--- src/rtl/spi_flash_pkg.sv ---
// Package: opcodes and command-state type shared by the flash front end.
// Assumes one opcode byte per frame, MSB first.
package spi_flash_pkg;
    localparam logic [7:0] OPC_READ   = 8'h03;
    localparam logic [7:0] OPC_PROG   = 8'h02;
    localparam logic [7:0] OPC_SERASE = 8'hD8;
    localparam logic [7:0] OPC_BERASE = 8'hC7;
    localparam logic [7:0] OPC_STATUS = 8'h05;

    typedef enum logic [2:0] {
        ST_OPCODE,
        ST_ADDR,
        ST_READ,
        ST_PROG,
        ST_STATUS,
        ST_ERASE_END,
        ST_DISCARD
    } cmd_state_t;
endpackage

--- src/rtl/spi_flash_bitio.sv ---
// Serial bit engine. Synchronises the SPI pins to clk and finds the clock
// edges. Collects bytes on rising edges and shifts out tx_byte on falling
// edges. Enforces the arming rule after power-up and the hold pause.
// Assumes the serial clock runs well below clk/4.
module spi_flash_bitio (
    input  logic       clk,
    input  logic       rst_n,
    input  logic       sclk_i,
    input  logic       cs_n_i,
    input  logic       mosi_i,
    input  logic       hold_n_i,
    input  logic [7:0] tx_byte,
    output logic       byte_valid,
    output logic [7:0] rx_byte,
    output logic       frame_end,
    output logic       end_aligned,
    output logic       miso,
    output logic       miso_oe
);
    logic sclk_m, sclk_s, cs_m, cs_s, mosi_m, mosi_s, hold_m, hold_s;
    logic sclk_d, cs_d;
    logic seen_high, armed;
    logic [2:0] bit_cnt;
    logic [6:0] rx_sr;
    logic active, sclk_rise, sclk_fall;

    assign active    = armed & ~cs_s & hold_s;
    assign sclk_rise = sclk_s & ~sclk_d;
    assign sclk_fall = ~sclk_s & sclk_d;

    // Two-flop synchronisers and edge-history registers.
    always_ff @(posedge clk) begin
        if (!rst_n) begin
            {sclk_m, sclk_s, sclk_d} <= '0;
            {cs_m, cs_s, cs_d}       <= '0;
            {mosi_m, mosi_s}         <= '0;
            {hold_m, hold_s}         <= 2'b11;
        end else begin
            sclk_m <= sclk_i;  sclk_s <= sclk_m;  sclk_d <= sclk_s;
            cs_m   <= cs_n_i;  cs_s   <= cs_m;    cs_d   <= cs_s;
            mosi_m <= mosi_i;  mosi_s <= mosi_m;
            hold_m <= hold_n_i; hold_s <= hold_m;
        end
    end

    // Arming: select must be seen high after reset, then low.
    always_ff @(posedge clk) begin
        if (!rst_n) begin
            seen_high <= 1'b0;
            armed     <= 1'b0;
        end else begin
            seen_high <= seen_high | cs_s;
            armed     <= armed | (seen_high & ~cs_s);
        end
    end

    // Input shifter and bit counter, cleared while deselected.
    always_ff @(posedge clk) begin
        if (!rst_n || cs_s) begin
            bit_cnt <= '0;
            rx_sr   <= '0;
        end else if (active && sclk_rise) begin
            rx_sr   <= {rx_sr[5:0], mosi_s};
            bit_cnt <= bit_cnt + 3'd1;
        end
    end

    // Byte and frame-end event registers.
    always_ff @(posedge clk) begin
        if (!rst_n) begin
            byte_valid  <= 1'b0;
            rx_byte     <= '0;
            frame_end   <= 1'b0;
            end_aligned <= 1'b0;
        end else begin
            byte_valid  <= active & sclk_rise & (bit_cnt == 3'd7);
            rx_byte     <= {rx_sr, mosi_s};
            frame_end   <= armed & cs_s & ~cs_d;
            end_aligned <= (bit_cnt == 3'd0);
        end
    end

    // Output bit on falling edges and output enable.
    always_ff @(posedge clk) begin
        if (!rst_n) begin
            miso    <= 1'b0;
            miso_oe <= 1'b0;
        end else begin
            if (active && sclk_fall) miso <= tx_byte[~bit_cnt];
            miso_oe <= active;
        end
    end

    assert_oe_off_deselected_R2: assert property (@(posedge clk) disable iff (!rst_n)
        cs_s |=> !miso_oe);
    assert_locked_until_armed_R1: assert property (@(posedge clk) disable iff (!rst_n)
        !armed |=> !byte_valid);
    assert_hold_pause_R11: assert property (@(posedge clk) disable iff (!rst_n)
        !hold_s |=> (!byte_valid && !miso_oe));
endmodule

--- src/rtl/spi_flash_cmd.sv ---
// Command decoder. Takes opcode and address bytes and collects program data
// in a page buffer. Picks the byte to send back. Issues one-cycle program
// and erase requests at a byte-aligned frame end.
// Assumes PAGE_BYTES is a power of two, at least 2, and AW <= 24.
module spi_flash_cmd
    import spi_flash_pkg::*;
#(
    parameter int PAGE_BYTES = 16,
    parameter int AW         = 7,
    localparam int OFFW      = $clog2(PAGE_BYTES)
) (
    input  logic                       clk,
    input  logic                       rst_n,
    input  logic                       byte_valid,
    input  logic [7:0]                 rx_byte,
    input  logic                       frame_end,
    input  logic                       end_aligned,
    input  logic                       busy,
    input  logic [7:0]                 rd_data,
    output logic [7:0]                 tx_byte,
    output logic [AW-1:0]              cur_addr,
    output logic                       op_prog,
    output logic                       op_serase,
    output logic                       op_berase,
    output logic [PAGE_BYTES-1:0][7:0] pg_data,
    output logic [PAGE_BYTES-1:0]      pg_mask
);
    cmd_state_t state;
    logic [7:0] opcode;
    logic [1:0] addr_cnt;
    logic       got_data;

    // Byte sent back: memory in read, status in status read, else all ones.
    always_comb begin
        case (state)
            ST_READ:   tx_byte = rd_data;
            ST_STATUS: tx_byte = {7'b0, busy};
            default:   tx_byte = 8'hFF;
        endcase
    end

    // Command sequencing, address build-up, page buffer and commit requests.
    always_ff @(posedge clk) begin
        if (!rst_n) begin
            state     <= ST_OPCODE;
            opcode    <= '0;
            addr_cnt  <= '0;
            got_data  <= 1'b0;
            cur_addr  <= '0;
            op_prog   <= 1'b0;
            op_serase <= 1'b0;
            op_berase <= 1'b0;
            pg_data   <= '0;
            pg_mask   <= '0;
        end else begin
            op_prog   <= 1'b0;
            op_serase <= 1'b0;
            op_berase <= 1'b0;
            if (frame_end) begin
                if (end_aligned) begin
                    if (state == ST_PROG && got_data) op_prog <= 1'b1;
                    if (state == ST_ERASE_END) begin
                        if (opcode == OPC_SERASE) op_serase <= 1'b1;
                        else                      op_berase <= 1'b1;
                    end
                end
                state    <= ST_OPCODE;
                addr_cnt <= '0;
            end else if (byte_valid) begin
                case (state)
                    ST_OPCODE: begin
                        opcode <= rx_byte;
                        case (rx_byte)
                            OPC_READ:   state <= ST_ADDR;
                            OPC_STATUS: state <= ST_STATUS;
                            OPC_PROG: begin
                                state    <= busy ? ST_DISCARD : ST_ADDR;
                                pg_mask  <= '0;
                                got_data <= 1'b0;
                            end
                            OPC_SERASE: state <= busy ? ST_DISCARD : ST_ADDR;
                            OPC_BERASE: state <= busy ? ST_DISCARD : ST_ERASE_END;
                            default:    state <= ST_DISCARD;
                        endcase
                    end
                    ST_ADDR: begin
                        cur_addr <= AW'({cur_addr, rx_byte});
                        addr_cnt <= addr_cnt + 2'd1;
                        if (addr_cnt == 2'd2) begin
                            if (opcode == OPC_READ)      state <= ST_READ;
                            else if (opcode == OPC_PROG) state <= ST_PROG;
                            else                         state <= ST_ERASE_END;
                        end
                    end
                    ST_READ: cur_addr <= cur_addr + AW'(1);
                    ST_PROG: begin
                        pg_data[cur_addr[OFFW-1:0]] <= rx_byte;
                        pg_mask[cur_addr[OFFW-1:0]] <= 1'b1;
                        got_data                    <= 1'b1;
                        cur_addr[OFFW-1:0]          <= cur_addr[OFFW-1:0] + OFFW'(1);
                    end
                    ST_ERASE_END: state <= ST_DISCARD;
                    default: ;
                endcase
            end
        end
    end

    assert_commit_on_boundary_R8: assert property (@(posedge clk) disable iff (!rst_n)
        (op_prog || op_serase || op_berase) |-> $past(frame_end && end_aligned));
    assert_prog_has_data_R5: assert property (@(posedge clk) disable iff (!rst_n)
        op_prog |-> (pg_mask != '0));
    assert_discard_holds_R10: assert property (@(posedge clk) disable iff (!rst_n)
        (state == ST_DISCARD && !frame_end) |=> (state == ST_DISCARD || state == ST_OPCODE));
endmodule

--- src/rtl/spi_flash_array.sv ---
// Storage array and busy timer. Register memory laid out in pages and
// sectors. Applies an AND-program of one page, a sector fill or a full
// fill with ones. Busy counts BUSY_CYCLES clocks after each operation.
// Assumes SECTORS >= 2, BUSY_CYCLES >= 1 and at most one request per cycle.
module spi_flash_array #(
    parameter int PAGE_BYTES       = 16,
    parameter int PAGES_PER_SECTOR = 4,
    parameter int SECTORS          = 2,
    parameter int BUSY_CYCLES      = 200,
    localparam int SECTOR_BYTES    = PAGE_BYTES * PAGES_PER_SECTOR,
    localparam int DEPTH           = SECTOR_BYTES * SECTORS,
    localparam int AW              = $clog2(DEPTH),
    localparam int OFFW            = $clog2(PAGE_BYTES),
    localparam int SECLSB          = $clog2(SECTOR_BYTES),
    localparam int CW              = $clog2(BUSY_CYCLES + 1)
) (
    input  logic                       clk,
    input  logic                       rst_n,
    input  logic                       op_prog,
    input  logic                       op_serase,
    input  logic                       op_berase,
    input  logic [AW-1:0]              op_addr,
    input  logic [PAGE_BYTES-1:0][7:0] pg_data,
    input  logic [PAGE_BYTES-1:0]      pg_mask,
    input  logic [AW-1:0]              rd_addr,
    output logic [7:0]                 rd_data,
    output logic                       busy
);
    logic [7:0]    mem [DEPTH];
    logic [CW-1:0] busy_cnt;

    assign rd_data = mem[rd_addr];
    assign busy    = (busy_cnt != '0);

    // Memory update: reset and erase fill with ones, program ANDs one page.
    always_ff @(posedge clk) begin
        if (!rst_n || op_berase) begin
            for (int i = 0; i < DEPTH; i++) mem[i] <= 8'hFF;
        end else if (op_serase) begin
            for (int i = 0; i < DEPTH; i++)
                if ((AW'(i) >> SECLSB) == (op_addr >> SECLSB)) mem[i] <= 8'hFF;
        end else if (op_prog) begin
            for (int j = 0; j < PAGE_BYTES; j++)
                if (pg_mask[j])
                    mem[{op_addr[AW-1:OFFW], OFFW'(j)}] <=
                        mem[{op_addr[AW-1:OFFW], OFFW'(j)}] & pg_data[j];
        end
    end

    // Busy timer standing in for program and erase time.
    always_ff @(posedge clk) begin
        if (!rst_n)                             busy_cnt <= '0;
        else if (op_prog || op_serase || op_berase) busy_cnt <= CW'(BUSY_CYCLES);
        else if (busy_cnt != '0)                busy_cnt <= busy_cnt - CW'(1);
    end

    assert_no_op_while_busy_R9: assert property (@(posedge clk) disable iff (!rst_n)
        busy |-> !(op_prog || op_serase || op_berase));
    assert_op_sets_busy_R9: assert property (@(posedge clk) disable iff (!rst_n)
        (op_prog || op_serase || op_berase) |=> busy);
    assert_bulk_fills_ones_R7: assert property (@(posedge clk) disable iff (!rst_n)
        op_berase |=> (mem[0] == 8'hFF && mem[DEPTH-1] == 8'hFF));
endmodule

--- src/rtl/spi_flash_slave.sv ---
// Top level of the serial flash front end: bit engine, command decoder and
// storage array. Assumes SPI mode 0 and a serial clock below clk/4.
module spi_flash_slave #(
    parameter int PAGE_BYTES       = 16,
    parameter int PAGES_PER_SECTOR = 4,
    parameter int SECTORS          = 2,
    parameter int BUSY_CYCLES      = 200,
    localparam int DEPTH           = PAGE_BYTES * PAGES_PER_SECTOR * SECTORS,
    localparam int AW              = $clog2(DEPTH)
) (
    input  logic clk,
    input  logic rst_n,
    input  logic spi_sclk,
    input  logic spi_cs_n,
    input  logic spi_mosi,
    input  logic spi_hold_n,
    output logic spi_miso,
    output logic spi_miso_oe
);
    logic                       byte_valid, frame_end, end_aligned, busy;
    logic [7:0]                 rx_byte, tx_byte, rd_data;
    logic [AW-1:0]              cur_addr;
    logic                       op_prog, op_serase, op_berase;
    logic [PAGE_BYTES-1:0][7:0] pg_data;
    logic [PAGE_BYTES-1:0]      pg_mask;

    spi_flash_bitio i_bitio (
        .clk(clk), .rst_n(rst_n), .sclk_i(spi_sclk), .cs_n_i(spi_cs_n),
        .mosi_i(spi_mosi), .hold_n_i(spi_hold_n), .tx_byte(tx_byte),
        .byte_valid(byte_valid), .rx_byte(rx_byte), .frame_end(frame_end),
        .end_aligned(end_aligned), .miso(spi_miso), .miso_oe(spi_miso_oe)
    );

    spi_flash_cmd #(.PAGE_BYTES(PAGE_BYTES), .AW(AW)) i_cmd (
        .clk(clk), .rst_n(rst_n), .byte_valid(byte_valid), .rx_byte(rx_byte),
        .frame_end(frame_end), .end_aligned(end_aligned), .busy(busy),
        .rd_data(rd_data), .tx_byte(tx_byte), .cur_addr(cur_addr),
        .op_prog(op_prog), .op_serase(op_serase), .op_berase(op_berase),
        .pg_data(pg_data), .pg_mask(pg_mask)
    );

    spi_flash_array #(
        .PAGE_BYTES(PAGE_BYTES), .PAGES_PER_SECTOR(PAGES_PER_SECTOR),
        .SECTORS(SECTORS), .BUSY_CYCLES(BUSY_CYCLES)
    ) i_array (
        .clk(clk), .rst_n(rst_n), .op_prog(op_prog), .op_serase(op_serase),
        .op_berase(op_berase), .op_addr(cur_addr), .pg_data(pg_data),
        .pg_mask(pg_mask), .rd_addr(cur_addr), .rd_data(rd_data), .busy(busy)
    );
endmodule

--- config.mk ---
export PLATFORM = sky130hd
export DESIGN_NAME = spi_flash_slave
export DESIGN_NICKNAME = d
export VERILOG_FILES = /design/src/rtl/spi_flash_pkg.sv /design/src/rtl/spi_flash_bitio.sv /design/src/rtl/spi_flash_cmd.sv /design/src/rtl/spi_flash_array.sv /design/src/rtl/spi_flash_slave.sv
export SDC_FILE = /design/constraint.sdc
export NUM_CORES = 2
export LEC_CHECK = 0
export BUFFER_PORTS_ARGS = -buffer_cell sky130_fd_sc_hd__buf_2
export CORE_ASPECT_RATIO = 1.75
export CORE_MARGIN = 1
export CORE_UTILIZATION = 30
export CTS_BUF_LIST = sky130_fd_sc_hd__clkbuf_8 sky130_fd_sc_hd__clkbuf_16
export CTS_CLUSTER_DIAMETER = 30
export DETAILED_ROUTE_END_ITERATION = 8
export SYNTH_ARGS = -nofsm -noshare
export SYNTH_HDL_FRONTEND = slang
export SYNTH_SLANG_ARGS = --single-unit
--- constraint.sdc ---
create_clock -name clk -period 3.4 [get_ports clk]
set_input_delay 1.02 -clock clk [delete_from_list [all_inputs] [get_ports clk]]
set_output_delay 1.02 -clock clk [all_outputs]
set_load 0.02 [all_outputs]
==> impl_metrics.csv <==
group,metric,value,unit
run_status,run_status,"finished, final reports clean",
power_and_ir_drop,ir_drop,429,uV
placed_design,dp.cells,7370,
synthesis,synth_commonest_cells,"1259 x nand2_1, 1024 x edfxtp_1, 491 x mux4_2",
sta,finalSetupViolations,0,
sta,fmax,299,MHz
detailed_routing,drc_errors,0,
flow_run,maxCapViolCount,0,
placed_design,dpl.hpwl,241,mm
final_layout,fin_cells,7734,
power_and_ir_drop,p_per_area,525,nW/um2
critical_path,cp.required,4130,ps
synthesis,ys_ff_latch,1238,
synthesis,synth_top_area_frac,0.505,
cts,clk_latency,850,ps
detailed_routing,drt_iter0_markers,6311,
critical_path,startpoint_type,"register",
placed_design,numPortBuffers,7,
cts,cts.clk_slew.worst_paths,50,ps
die,io_pins,8,
die,die_y,598,um
detailed_routing,via_per_inst,5.96,
critical_path,r2r_cells,9,
critical_path,crit_fanout,22,
sta,max_slew.worst_pin.slew,1250,ps
synthesis,yosysMostFrequentCell,"nand2_1",
grt,grt_pass1_wl,416,mm
grt,grt_start_max_net_pins,110,
worst_hold_path,hp-class,"input pin to register",
grt,grt_pass1_vias,44200,
critical_path,worst-setup-path-type,"register to register",
cts,cts_buffers,174,
final_layout,syn2layout_area_growth,20.1,%
cts,cts_tree,"yes",
critical_path,rr_startpoint,"i_cmd.cur_addr[6]$_SDFFE_PN0P_",
placed_design,gp_congestion,1.07,
detailed_routing,dr.pass1.iters,7,
critical_path,r2r_slack,60,ps
detailed_routing,drt-total-wl,314,mm
power_and_ir_drop,p_leak,23.6,nW
synthesis,synth_area_leaders,"edfxtp_1 51%, mux4_2 18%, nand2_1 7.8%",
synthesis,synth_edf_count,1024,
critical_path,cp_data_arrival_time,4070,ps
synthesis,ys_types,76,
detailed_routing,detail_route.wl_per_cell,40.6,um
die,die_w,343,um
sta,whs,382,ps
sta,relSlewSlack,0.162,
die,initial_utilization,0.302,
final_layout,drive_above_1_share,0.291,
grt,gr-total-overflow,0,
synthesis,syn_area_per_cell,13.5,um2
die,row_count,218,
synthesis,seq_area_frac_synth,0.576,
synthesis,postSynthCellCount,4513,
power_and_ir_drop,report.power.total,38.4,mW
critical_path,crit_start,"i_cmd.cur_addr[6]$_SDFFE_PN0P_",
synthesis,synth-async-reset-ratio,0,
synthesis,yosys_warnings,0,
sta,rsz0062_at_grt,"false",
cts,ctsHoldBuffers,0,
die,core_area,202000,um2
synthesis,netlist_area,60900,um2
critical_path,timing.rr.end,"i_bitio.miso$_SDFFE_PN0P_",
grt,antenna_found_initial,63,
critical_path,crit_path_end,"i_bitio.miso$_SDFFE_PN0P_",
grt,grt_util_all_layers,0.309,
synthesis,synthFlopType,"edfxtp_1",
cts,root_buffer,"clkbuf_16",
final_layout,final_nets,4922,
die,dieArea,205000,um2
sta,skew,81.5,ps
cts,cts.sinks,1238,
synthesis,yosysTopAreaCell,"edfxtp_1",
cts,cts_max_path_buffers,4,
sta,finalSetupTns,0,ps
sta,post-route-period-util,0.983,
cts,htree_levels,4,
detailed_routing,antenna_left,0,
sta,period_needed,3340,ps
detailed_routing,vias,46100,
sta,hold_viol,0,
sta,drv_slew,0,
synthesis,syn-num-nets,4529,
critical_path,end_kind,"register",
final_layout,fillers,19300,
[logic make-up after synthesis]
kind of cell / count (synthesis) / share of synthesized area
AOI/OAI and AO/OA: 363 / 0.0366
and+or+nand+nor: 1768 / 0.122
adders and majority gates: 10 / 0.00206
xor gates and xnor gates: 7 / 0.00101
muxes: 834 / 0.241
DFF: 1238 / 0.576
buffers and inverters: 293 / 0.0222
[final cells by class]
class / count / area (um2) / share of cell area
antenna: 53 / 133 / 0.00181
multi-input combinational: 2982 / 24600 / 0.336
clock inverter: 127 / 1300 / 0.0178
tap: 2640 / 3300 / 0.0452
timing repair buffer: 496 / 4150 / 0.0567
sequential: 1238 / 35100 / 0.480
clock buffer: 184 / 4530 / 0.0619
inverter: 14 / 52.6 / 0.000719
[registers in the layout, summed over array words and instances (netlist names), 2 cells and up, named ones only]
register,count
i_array.mem,1024
i_cmd.pg_data,128
i_cmd.pg_mask,16
i_array.busy_cnt,8
i_bitio.rx_byte,8
i_cmd.opcode,8
i_bitio.rx_sr,7
i_cmd.cur_addr,7
i_bitio.bit_cnt,3
i_cmd.state,3
i_cmd.addr_cnt,2
[critical path, cell delays in order (launching register included)]
cell,delay (ps)
dfxtp_1,550
buf_4,360
nand3b_1,370
buf_4,350
o311ai_0,670
a21o_1,270
a31oi_1,140
nand4_1,140
a41oi_1,120
a211oi_1,240
[report_power, final]
part | internal (mW) | leakage [nW] | switching, mW
clock network | 10.8 | 2.87 | 7.72
logic | 0.770 | 8.67 | 1.10
registers | 17.1 | 12.1 | 0.955
total | 28.6 | 23.6 | 9.77
[through the flow]
stage / instance area (um2) / worst slack (ps) / util
final: 73100 / 57.8 / 0.363
after global routing: 73000 / 45.0 / 0.362
after CTS: 73000 / 127 / 0.362
after detailed placement: 67100 / -86.7 / 0.333
after global placement: 67100 / -80.1 / 0.333
after floorplan: 60900 / 72.8 / -
[routing by layer]
layer | GRT usage | wire length, um
met5 | 0.000473 | 209
met2 | 0.520 | 153000
met3 | 0.0765 | 25700
met4 | 0.342 | 45200
met1 | 0.290 | 89800
[worst min-delay path by stage]
stage / slack (ps) / depth (start not counted) / endpoint / startpoint
5_1_grt: 400 / 2 / i_bitio.hold_m$_SDFF_PN1_ / spi_hold_n
4_1_cts: 350 / 2 / i_bitio.hold_m$_SDFF_PN1_ / spi_hold_n
2_1_floorplan: 390 / 1 / i_bitio.hold_s$_SDFF_PN1_ / i_bitio.hold_m$_SDFF_PN1_
3_3_place_gp: 410 / 1 / i_bitio.hold_s$_SDFF_PN1_ / i_bitio.hold_m$_SDFF_PN1_
6_report: 380 / 2 / i_bitio.hold_m$_SDFF_PN1_ / spi_hold_n
3_5_place_dp: 400 / 1 / i_bitio.hold_s$_SDFF_PN1_ / i_bitio.hold_m$_SDFF_PN1_
[placed cells by master, fill, tap and decap left out, types with 13 or more instances in the layout]
cell / n
a22oi_1: 49
a21oi_1: 50
clkbuf_16: 177
a21boi_0: 13
mux2_2: 135
inv_1: 21
nand2b_1: 15
buf_4: 455
edfxtp_1: 1024
mux2i_1: 207
inv_8: 21
nor2b_1: 138
and2_1: 21
dfxtp_1: 198
clkinvlp_4: 14
nand2_1: 1258
nor3_1: 19
nor2_1: 205
diode_2: 53
clkinv_4: 20
inv_6: 26
mux4_2: 491
a31oi_1: 29
buf_12: 35
o21ai_0: 157
nand3_1: 44
[timing repair]
action                                 in CTS  in global routing
resized for setup                           1                  1
cloned                                      0                  0
endpoints found under the hold margin       0                  0
setup endpoints to repair                   1                  1
buffers inserted                            0                  0
pin swaps                                   0                  0
No activity file was read; power rests on OpenSTA's default activity.
